===== config.mk =====
export PLATFORM = sky130hd
export DESIGN_NAME = kchar_serializer
export DESIGN_NICKNAME = d
export VERILOG_FILES = /design/src/rtl/kchar_ser_pkg.sv /design/src/rtl/kchar_bit_timer.sv /design/src/rtl/kchar_char_src.sv /design/src/rtl/kchar_shifter.sv /design/src/rtl/kchar_router.sv /design/src/rtl/kchar_serializer.sv
export SDC_FILE = /design/constraint.sdc
export NUM_CORES = 1
export LEC_CHECK = 0
export BUFFER_PORTS_ARGS = -buffer_cell sky130_fd_sc_hd__buf_2
export CAP_MARGIN = 30
export CELL_PAD_IN_SITES_DETAIL_PLACEMENT = 1
export CELL_PAD_IN_SITES_GLOBAL_PLACEMENT = 1
export CORE_MARGIN = 5
export CORE_UTILIZATION = 32
export DETAILED_ROUTE_END_ITERATION = 12
export HOLD_SLACK_MARGIN = 0.02
export PLACE_DENSITY = 0.67
export SETUP_SLACK_MARGIN = 0.1
export SLEW_MARGIN = 15
export SYNTH_ARGS = -nofsm -noshare
export SYNTH_HDL_FRONTEND = slang
export SYNTH_HIERARCHICAL = 1
export SYNTH_SLANG_ARGS = --single-unit

===== constraint.sdc =====
create_clock -name clk -period 1.9 [get_ports clk]
set_input_delay 0.095 -clock clk [delete_from_list [all_inputs] [get_ports clk]]
set_output_delay 0.095 -clock clk [all_outputs]
set_load 0.01 [all_outputs]

===== src/rtl/kchar_ser_pkg.sv =====
package kchar_ser_pkg;
  localparam int CHAR_W = 10;

  // K28.5 as [9:0] vectors, bit 0 is transmitted first
  localparam logic [CHAR_W-1:0] K_POS = 10'h17C;
  localparam logic [CHAR_W-1:0] K_NEG = 10'h283;

  // routing modes, encoded as {loop_en, ser_sel}
  typedef enum logic [1:0] {
    RT_DIRECT     = 2'b00,
    RT_SPLIT      = 2'b01,
    RT_WRAP       = 2'b10,
    RT_WRAP_SPLIT = 2'b11
  } route_e;
endpackage


===== src/rtl/kchar_bit_timer.sv =====
module kchar_bit_timer #(
  parameter int N = 10
) (
  input  logic clk,
  input  logic rst,
  output logic load,
  output logic cap_tick
);
  localparam int CW = (N > 1) ? $clog2(N) : 1;
  localparam logic [CW-1:0] LAST = CW'(N - 1);

  logic [CW-1:0] cnt_q;

  assign load = (cnt_q == '0);

  always_ff @(posedge clk) begin
    if (rst) begin
      cnt_q    <= '0;
      cap_tick <= 1'b0;
    end else begin
      cnt_q    <= (cnt_q == LAST) ? '0 : cnt_q + CW'(1);
      cap_tick <= load;
    end
  end

  // counter never leaves its range
  p_cnt_bound_r1: assert property (@(posedge clk) disable iff (rst)
    32'(cnt_q) < N);

  // the capture marker never lasts two periods
  p_tick_single_r1: assert property (@(posedge clk) disable iff (rst)
    cap_tick |=> !cap_tick);
endmodule


===== src/rtl/kchar_char_src.sv =====
module kchar_char_src
  import kchar_ser_pkg::*;
#(
  parameter int N = CHAR_W
) (
  input  logic         clk,
  input  logic         rst,
  input  logic         load,
  input  logic [N-1:0] par_data,
  input  logic         pat_n,
  input  logic         alt_n,
  output logic [N-1:0] char_out
);
  logic neg_q;  // next pattern character is the negative form

  always_comb begin
    if (!pat_n) char_out = (!alt_n && neg_q) ? N'(K_NEG) : N'(K_POS);
    else        char_out = par_data;
  end

  always_ff @(posedge clk) begin
    if (rst)       neg_q <= 1'b0;
    else if (load) neg_q <= (!pat_n && !alt_n) ? ~neg_q : 1'b0;
  end

  // alternating mode flips disparity at each capture
  p_alt_flip_r4: assert property (@(posedge clk) disable iff (rst)
    (load && !pat_n && !alt_n) |=> (neg_q != $past(neg_q)));

  // a capture without alternation restarts on the positive form
  p_plus_first_r4: assert property (@(posedge clk) disable iff (rst)
    (load && (pat_n || alt_n)) |=> !neg_q);

  // disparity state moves only at capture edges
  p_hold_mid_r5: assert property (@(posedge clk) disable iff (rst)
    !load |=> $stable(neg_q));
endmodule


===== src/rtl/kchar_shifter.sv =====
module kchar_shifter #(
  parameter int N = 10
) (
  input  logic         clk,
  input  logic         rst,
  input  logic         load,
  input  logic [N-1:0] char_in,
  output logic         tx_bit
);
  logic [N-1:0] sreg_q;

  always_ff @(posedge clk) begin
    if (rst)       sreg_q <= '0;
    else if (load) sreg_q <= char_in;
    else           sreg_q <= {1'b0, sreg_q[N-1:1]};
  end

  assign tx_bit = sreg_q[0];

  // bit 0 of a captured character leads the stream
  p_bit0_first_r2: assert property (@(posedge clk) disable iff (rst)
    load |=> (tx_bit == $past(char_in[0])));
endmodule


===== src/rtl/kchar_router.sv =====
module kchar_router
  import kchar_ser_pkg::*;
(
  input  logic clk,
  input  logic rst,
  input  logic tx_bit,
  input  logic loop_en,
  input  logic ser_sel,
  input  logic ext_in,
  input  logic rx_line,
  output logic main_out,
  output logic aux_out,
  output logic rx_out
);
  route_e mode;
  logic   main_d, aux_d, rx_d;

  always_comb begin
    mode   = route_e'({loop_en, ser_sel});
    main_d = 1'b0;
    aux_d  = 1'b0;
    rx_d   = rx_line;
    unique case (mode)
      RT_DIRECT:     main_d = tx_bit;
      RT_SPLIT: begin
        main_d = ext_in;
        aux_d  = tx_bit;
      end
      RT_WRAP:       rx_d = tx_bit;
      RT_WRAP_SPLIT: begin
        aux_d = tx_bit;
        rx_d  = ext_in;
      end
      default: ;
    endcase
  end

  always_ff @(posedge clk) begin
    if (rst) begin
      main_out <= 1'b0;
      aux_out  <= 1'b0;
      rx_out   <= 1'b0;
    end else begin
      main_out <= main_d;
      aux_out  <= aux_d;
      rx_out   <= rx_d;
    end
  end

  // wrapped line keeps the main output quiet
  p_main_quiet_r8: assert property (@(posedge clk) disable iff (rst)
    loop_en |=> !main_out);

  // auxiliary output idle unless serial-select is high
  p_aux_idle_r6: assert property (@(posedge clk) disable iff (rst)
    !ser_sel |=> !aux_out);

  // receive side follows the line when not wrapped
  p_rx_follow_r9: assert property (@(posedge clk) disable iff (rst)
    !loop_en |=> (rx_out == $past(rx_line)));

  // pass-through repeats the external stream
  p_pass_main_r7: assert property (@(posedge clk) disable iff (rst)
    (ser_sel && !loop_en) |=> (main_out == $past(ext_in)));
endmodule


===== src/rtl/kchar_serializer.sv =====
module kchar_serializer
  import kchar_ser_pkg::*;
(
  input  logic              clk,
  input  logic              rst,
  input  logic [CHAR_W-1:0] par_data,
  input  logic              pat_n,
  input  logic              alt_n,
  input  logic              loop_en,
  input  logic              ser_sel,
  input  logic              ext_in,
  input  logic              rx_line,
  output logic              cap_tick,
  output logic              main_out,
  output logic              aux_out,
  output logic              rx_out
);
  logic              load;
  logic [CHAR_W-1:0] next_char;
  logic              tx_bit;

  kchar_bit_timer #(.N(CHAR_W)) u_timer (
    .clk      (clk),
    .rst      (rst),
    .load     (load),
    .cap_tick (cap_tick)
  );

  kchar_char_src #(.N(CHAR_W)) u_src (
    .clk      (clk),
    .rst      (rst),
    .load     (load),
    .par_data (par_data),
    .pat_n    (pat_n),
    .alt_n    (alt_n),
    .char_out (next_char)
  );

  kchar_shifter #(.N(CHAR_W)) u_shift (
    .clk     (clk),
    .rst     (rst),
    .load    (load),
    .char_in (next_char),
    .tx_bit  (tx_bit)
  );

  kchar_router u_route (
    .clk      (clk),
    .rst      (rst),
    .tx_bit   (tx_bit),
    .loop_en  (loop_en),
    .ser_sel  (ser_sel),
    .ext_in   (ext_in),
    .rx_line  (rx_line),
    .main_out (main_out),
    .aux_out  (aux_out),
    .rx_out   (rx_out)
  );
endmodule


---- Word level (Yosys, flattened, before mapping) ----
Cells that the tools add are included.
cells by class
  add/sub/neg operators ................... 1
  equal/unequal tests ..................... 4
  mux-type cells .......................... 6
  bitwise gates (word level) .............. 3
  reductions and logical operators ........ 10
operators with widths
  operator                                             number
  2-to-1 mux 10 bit                                    2
  2-to-1 mux 9 bit                                     1
  OR reduction 2 bit                                   4
  adder 4 x 1 -> 4 bit, second input constant          1
  equality test 2 bit, second input constant           2
  equality test 4 bit, second input constant           1
  logical NOT 4 bit                                    1
  case mux 1 bit (2 select lines)                      2
  inverter 1 bit                                       3
  equality test 2 x 1 -> 1 bit, second input constant  1
  logical AND 1 bit                                    2
  logical NOT 1 bit                                    2
  logical NOT 2 bit                                    1
  2-to-1 mux 1 bit                                     1
storage, ports and cells
  bits in registers ....................... 19
  input bits .............................. 18
  output and inout port bits .............. 4
  logic and storage cells ................. 32

---- Longest topological paths before layout ----
Gate-level depths: netlist of run 1.
  depth after elaboration ................. 5
  depth in mapped cells ................... 6
  gate-level depth less buffers ........... 5

---- Hierarchy ----
Netlist of run 1, hierarchy kept.
by module, submodules not included
  module           instances  cells an instance  area an instance (sq um)
  kchar_shifter    1          31                 352.8
  kchar_bit_timer  1          23                 230.2
  kchar_char_src   1          22                 141.4
  kchar_router     1          9                  98.8

---- Least setup slack after synthesis of run 1 ----
No wires, ideal clock.
  path kind ............................... register to register
  from .................................... reg u_timer.cnt_q[0]
  to ...................................... reg u_src.neg_q
  setup time .............................. 0.070 ns
  data arrival time ....................... 1.404 ns
  slack ................................... 0.426 ns
  cell stages (with the launch flop) ...... 6
  buffers on the path ..................... 0
  path through ............................ dfxtp_1 > inv_1 > ha_1 > nor3b_1 > or4b_1 > a21oi_1
on the way
  cells in the longest elaborated chain, start to end .. 1
RTL lines
  what                    RTL line                RTL
  from (decl)             kchar_bit_timer.sv:12   logic [CW-1:0] cnt_q;
  from (signal assigned)  kchar_bit_timer.sv:21   cnt_q <= (cnt_q == LAST) ? '0 : cnt_q + CW'(1);
  logical NOT 4 bit       kchar_bit_timer.sv:14   assign load = (cnt_q == '0);
  net load                kchar_serializer.sv:18  logic load;
  to (signal assigned)    kchar_char_src.sv:23    else if (load) neg_q <= (!pat_n && !alt_n) ? ~neg_q : 1'b0;
  to (decl)               kchar_char_src.sv:14    logic neg_q;
The timed path passes the listed nets, and every way through them passes these cells.
A chain may end at the register's enable or synchronous reset.

---- Worst setup path in the final report of run 1 ----
Ends and elaborated chain as after synthesis.

==> qor.csv, run 1 <==
stage,metric,value,unit
sta,max_freq,672,MHz
min_path,holdCritStartpoint,alt_n,
power,combPwrFrac,0.183,
sta,worstMarginPinSlew,0.364,ns
outcome,status,completed,
critical_path,slowest_stage,dfxtp_1,
die,die_w,60.7,um
logic_synthesis,yosysMostFrequentCell,dfxtp_1,
logic_synthesis,synth_top_area_share,0.462,
logic_synthesis,ys_top_cells_by_area,"dfxtp_1 (46%), mux2i_1 (12%), nor2_1 (5.5%)",
place,place.gp.congestion,0.744,
sta,drv_slew,0,
layout,fin_nets,133,
critical_path,path_max_fanout,12,
place,placed_area,963,um^2
logic_synthesis,synthArstFlopShare,0,
power,p_seq_frac,0.560,
global_routing,grt_pass1_wl,2860,um
sta,setup_violations,0,
sta,period_minus_slack,1.49,ns
clocking,tritoncts,yes,
sta,rsz0062_at_grt,false,
power,p_clk_frac,0.257,
global_routing,grt_pass1_vias,663,
global_routing,overflow,0,
critical_path,arrival,1.72,ns
global_routing,grtUsageTotal,0.104,
clocking,postCtsSetupBuffers,0,
critical_path,crit_path_start,u_timer/cnt_q[0],
logic_synthesis,synth_common_cells,"dfxtp_1 (19), nor2_1 (12), mux2i_1 (10)",
critical_path,crit_type,register to register,
logic_synthesis,synth_ff_type,dfxtp_1,
routing,drc,0,
logic_synthesis,syn_nets,106,
clocking,clk_pin_slew,0.11,ns
power,p_int,0.000587,W
critical_path,setup.worst_path.end_class,register,
logic_synthesis,syn_area_per_cell,9.69,um^2
critical_path,required,2.13,ns
power,vdd_drop_max,0.000433,V
layout,syn_to_final_growth,22.6,%
global_routing,grt_start_max_net_pins,20,
critical_path,crit_family,flip-flops,
logic_synthesis,syn_inst,85,
routing,vias,652,
die,initial_core_util,0.332,
place,io_buffers,21,
job,drv_cap,0,
routing,wl_per_cell,12.8,um
routing,antenna_left,0,
clocking,cts_root_buf,clkbuf_4,
power,netSwitchingFraction,0.261,
place,hpwl,1240,um
clocking,cts_buffers,3,
critical_path,reg2reg_from,u_timer/cnt_q[0],
die,die_area,0.00369,mm^2
routing,routed_wl,1800,um
sta,fin_skew,0.00466,ns
logic_synthesis,yosysWarningCount,6,
logic_synthesis,yosys.area.top_type,dfxtp_1,
power,p_leak,0.502,nW
layout,final_cell_area,0.00101,mm^2
sta,period_share,0.784,
routing,initialDrtViolationCount,11,
die,placementRows,18,
routing,via_per_inst,4.62,
layout,layout-drive-gt1-share,0.270,
layout,diodes,0,
clocking,clock_latency,0.29,ns
die,coreArea,0.00248,mm^2
die,die_h,60.7,um
clocking,cts.sinks,19,
critical_path,cp-start-kind,register,
logic_synthesis,ys_seq_area_frac,0.462,
sta,relSlewSlack,0.757,
logic_synthesis,synth_edf_count,0,
power,power.density,787,mW/mm^2
sta,setup_tns,0,ns
min_path,min_path_type,primary input to register,
global_routing,antenna_found_initial,0,
clocking,clk_path_buf_depth,2,
critical_path,path_cells,inv_1 > ha_1 > nor3b_2 > buf_4 > or2b_1 > a21oi_1,
critical_path,max_stage_delay,0.41,ns
logic_synthesis,ys_types,24,
critical_path,worst-path-buf-inv,2,
routing,dr.pass1.iters,4,
sta,hold_viol_final,0,
clocking,htree_levels,1,
logic_synthesis,synth.cell_area,823,um^2
power,power_switching,0.000207,W
die,boundaryPins,22,
logic_synthesis,synth_seq_cells,19,
layout,nFillCells,306,
-- power groups by stage --
stage | Clock [W] | Combinational [W] | Sequential, W
floorplan | 0 | 0.0000979 | 0.000454
global placement | 0 | 0.000138 | 0.000453
detailed placement | 0 | 0.000142 | 0.000455
CTS | 0.000217 | 0.000147 | 0.000446
global route | 0.000234 | 0.000162 | 0.000449
finish | 0.000204 | 0.000145 | 0.000445
-- area by class of cell --
cell class / instances / area [um^2] / area share
flip-flops and latches: 19 / 380 / 0.377
multi-input cells: 55 / 395 / 0.392
clock buffers: 4 / 26.3 / 0.0260
well taps: 30 / 37.5 / 0.0372
repair buffers: 25 / 140 / 0.139
inverters: 8 / 30.0 / 0.0297
-- logic make-up (layout without fill, tap and decap cells) --
| logic type | count (synthesis) | after routing | share of synthesized area |
|---|---|---|---|
| AO/OA/AOI/OAI | 15 | 15 | 0.117 |
| adder cells (fa/ha/maj) | 3 | 3 | 0.0456 |
| buffers and inverters | 11 | 37 | 0.0638 |
| flip-flops | 19 | 19 | 0.462 |
| multiplexers | 10 | 10 | 0.122 |
| AND/OR/NAND/NOR | 27 | 27 | 0.190 |
-- flip-flops by register name, indices dropped and copies added (netlist names) --
register / count
u_route/rx_out: 1
u_route/aux_out: 1
u_timer/cap_tick: 1
u_src/neg_q: 1
u_timer/cnt_q: 4
u_shift/sreg_q: 10
u_route/main_out: 1
-- placed cells by master, fill, tap and decap left out --
cell,netlist,routed
clkbuf_4,0,3
nor2b_1,1,1
dlygate4sd3_1,0,2
a211oi_2,1,1
a21oi_1,8,8
nand2_1,2,2
a31oi_1,1,1
dfxtp_1,19,19
a21o_1,4,4
o211ai_1,1,1
or3b_1,1,1
nor3b_2,1,2
buf_4,1,2
mux2i_1,10,10
and3b_2,1,1
nand4b_1,1,1
inv_1,8,8
buf_2,0,21
nor3b_1,2,1
nand3b_1,1,1
nor3_1,2,2
clkbuf_1,1,1
ha_1,3,3
or2b_1,2,2
or4b_1,1,1
nor2_1,12,12
-- per-stage QoR --
step           utilization  total power [W]  cells  setup slack (ns)  hold WS (ns)
6_report             0.408         0.000794    141             0.411        0.0951
5_1_grt              0.408         0.000845    141             0.306         0.102
4_1_cts              0.408         0.000809    141             0.405        0.0832
3_5_place_dp         0.389         0.000597    135             0.454         0.319
3_3_place_gp         0.389         0.000591    135             0.512         0.307
2_1_floorplan            -         0.000552     85             0.426         0.160
-- per-layer routing --
metal / wire, um / vias to the layer above / share of wire / global-route usage
met5: 0 / - / 0 / 0
met4: 12 / 0 / 0.0067 / 0.0464
met2: 820 / 19 / 0.46 / 0.165
met3: 137 / 2 / 0.076 / 0.0277
li1: - / 337 / - / -
met1: 830 / 294 / 0.46 / 0.133
-- worst register-to-register path, stage by stage (launching register included) --
cell     delay [ns]
dfxtp_1        0.41
inv_1          0.09
ha_1           0.20
nor3b_2        0.16
buf_4          0.20
or2b_1         0.23
a21oi_1        0.13
-- timing repair --
item / 4_1_cts / 5_1_grt
hold buffers: 2 / 0
endpoints found under the hold margin: 3 / 0
gates resized for setup: 0 / 0
-- final timing paths --
path	to	slack, ns	cells past startpoint
worst max-delay path	u_src/neg_q	0.41	6
worst min-delay path	u_src/neg_q	0.1	3
worst max register to register	u_src/neg_q	0.41	6
worst min register to register	u_route/aux_out	0.45	2
Power figures use the tool's default switching activity.
==> inputs of run 2 (changes only) <==
==> constraint.sdc (replaced) <==
create_clock -name clk -period 1.4 [get_ports clk]
set_input_delay 0.07 -clock clk [delete_from_list [all_inputs] [get_ports clk]]
set_output_delay 0.07 -clock clk [all_outputs]
set_load 0.01 [all_outputs]
==> run 2 against run 1 <==
Compared with the run above: via count increased by 2.8%; clock skew about the same; global-route usage increased by 0.26 points; die area unchanged; critical path depth decreased by 1; cell count increased by 2.1%; power increased by 40%; cell area increased by 6.1%; maximum frequency increased by 10%; worst setup slack got worse by 0.36 ns; flip-flop and latch count unchanged; clock-buffer cell count decreased by 1; largest cell class unchanged.
==> qor.csv, run 2 (synthesized netlist as in run 1, its figures left out) <==
stage,metric,value,unit,change
place,placed_area,992,um^2,+3.0%
critical_path,critical_path_depth,5,,-1
clocking,cts_buffers,3,,unchanged
critical_path,worst-path-buf-inv,1,,-1
place,hpwl,1240,um,+0.36%
layout,fin_nets,136,,+2.3%
critical_path,crit_path_start,u_timer/cnt_q[1],,
sta,relSlewSlack,0.768,,+0.0104
global_routing,grt_start_max_net_pins,20,,unchanged
critical_path,crit_end,u_src/neg_q,,
critical_path,path_cells,inv_2 > ha_4 > nor3b_4 > or4b_1 > a21oi_1,,
die,die_h,60.7,um,unchanged
critical_path,cp-start-kind,register,,
die,coreArea,0.00248,mm^2,unchanged
sta,max_freq,739,MHz,+10%
power,power.density,1040,mW/mm^2,+32%
critical_path,crit_family,simple AND/OR/NAND/NOR gates,,
die,boundaryPins,22,,unchanged
critical_path,reg2reg_from,u_timer/cnt_q[1],,
critical_path,slowest_stage,or4b_1,,
layout,final_util,0.432,,+0.0247
routing,wl_per_cell,11.8,um,-7.8%
min_path,min_delay_path_depth,3,,unchanged
routing,antenna_left,0,,unchanged
sta,rsz0062_at_grt,true,,
layout,layout-drive-gt1-share,0.351,,+0.0806
sta,fin_skew,0.00475,ns,+0.0000919 ns
sta,worstMarginPinSlew,0.349,ns,-0.0156 ns
routing,via_per_inst,4.65,,+0.62%
critical_path,max_stage_delay,0.45,ns,+0.04 ns
layout,mostFrequentLayoutCells,"buf_2 (21), dfxtp_1 (17), nor2_1 (12)",,
routing,routed_wl,1700,um,-5.9%
layout,largest_reg_flops,10,,unchanged
layout,final_common_cell,buf_2,,
sta,period_share,0.966,,+0.182
min_path,min_path_type,primary input to register,,
die,die_area,0.00369,mm^2,unchanged
global_routing,grtUsageTotal,0.107,,+0.00262
die,initial_core_util,0.332,,unchanged
routing,initialDrtViolationCount,4,,-7
critical_path,r2r-end,u_src/neg_q,,
global_routing,grt_pass1_wl,2970,um,+4.1%
power,vdd_drop_max,0.000537,V,+24%
outcome,status,completed,,
global_routing,grt_pass1_vias,710,,+7.1%
critical_path,r2r_slack,0.05,ns,-0.36 ns
sta,hold_viol_final,0,,unchanged
critical_path,setup.worst_path.end_class,register,,
sta,drv_slew,0,,unchanged
sta,hold_slack,0.0635,ns,-0.0316 ns
power,p_leak,0.523,nW,+4.1%
job,drv_cap,0,,unchanged
place,io_buffers,21,,unchanged
critical_path,rr_worst_depth,5,,-1
layout,largest_register,u_shift/sreg_q,,
layout,diodes,0,,unchanged
critical_path,required,1.64,ns,-0.49 ns
clocking,cts_root_buf,clkbuf_4,,
routing,dr.pass1.iters,3,,-1
place,place.gp.congestion,0.668,,-10%
clocking,cts.sinks,19,,unchanged
layout,top_regs,"u_shift/sreg_q (10), u_timer/cnt_q (4)",,
critical_path,crit_type,register to register,,
clocking,clk_path_buf_depth,2,,unchanged
die,die_w,60.7,um,unchanged
routing,vias,670,,+2.8%
clocking,htree_levels,1,,unchanged
clocking,clk_pin_slew,0.11,ns,about the same
global_routing,antenna_found_initial,0,,unchanged
sta,setup_violations,0,,unchanged
clocking,tritoncts,yes,,
global_routing,overflow,0,,unchanged
clocking,clock_latency,0.29,ns,about the same
power,report.power.total,0.00111,W,+40%
critical_path,path_max_fanout,2,,-10
routing,drc,0,,unchanged
sta,period_minus_slack,1.35,ns,-0.136 ns
die,placementRows,18,,unchanged
layout,syn_to_final_growth,30.1,%,
layout,final_cell_area,0.00107,mm^2,+6.1%
critical_path,arrival,1.59,ns,-0.13 ns
[run 2: changes by cell type in the layout (fill, tap and decap cells not counted), sizes merged]
cell | before | now
buf | 23 | 26
clkbuf | 4 | 3
clkinv | 0 | 1
[run 2: area by class of cell]
| type | count | area, um^2 |
|---|---|---|
| sequential | 19 | 383 |
| tap | 30 | 37.5 |
| timing repair buffer | 28 | 166 |
| inverter | 8 | 30.0 |
| clock buffer | 3 | 22.5 |
| fill | 289 | 1410 |
| clock inverter | 1 | 5.00 |
| multi-input combinational | 55 | 427 |
[run 2: where the power goes]
part	leakage (nW)	switching [W]	internal (W)	total (W)
sequential	0.157	0.0000172	0.000587	0.000604
clock	0.0177	0.000172	0.000106	0.000278
combinational	0.348	0.000105	0.000122	0.000227
total	0.523	0.000294	0.000815	0.00111
[run 2: layer usage]
metal,global-route usage,share of wire
met1,0.118,0.43
met2,0.192,0.50
met3,0.0277,0.061
met4,0.0464,0.0047
met5,0,0
[run 2: worst min-delay path, delay by kind of cell]
kind | cells | cell delay [ns]
buffers and inverters | 1 | 0.10
AOI/OAI and AO/OA | 1 | 0.05
and+or+nand+nor | 1 | 0.10
[run 2: repair_timing]
| item | in CTS | in global routing |
|---|---|---|
| endpoints found under the setup margin | 10 | 11 |
| gates resized for setup | 1 | 2 |
| pin swaps | 1 | 2 |
| hold buffers | 2 | 0 |
| hold endpoints to repair | 3 | 0 |
| setup buffers | 2 | 0 |
[run 2: worst min path at each step]
stage / slack [ns] / startpoint / endpoint
after detailed placement: 0.29 / loop_en / u_route/main_out
after CTS: 0.05 / rx_line / u_route/rx_out
after global routing: 0.07 / alt_n / u_src/neg_q
after global placement: 0.28 / loop_en / u_route/main_out
final: 0.06 / alt_n / u_src/neg_q
after floorplan: 0.13 / rst / u_route/rx_out
[run 2: stage by stage]
| step | std cells | setup WS, ns | setup TNS, ns |
|---|---|---|---|
| 6_report | 144 | 0.0476 | 0 |
| 5_1_grt | 144 | -0.0188 | -0.0291 |
| 4_1_cts | 144 | 0.0419 | 0 |
| 3_5_place_dp | 136 | 0.0227 | 0 |
| 3_3_place_gp | 136 | 0.0668 | 0 |
| 2_1_floorplan | 85 | 0.0587 | 0 |
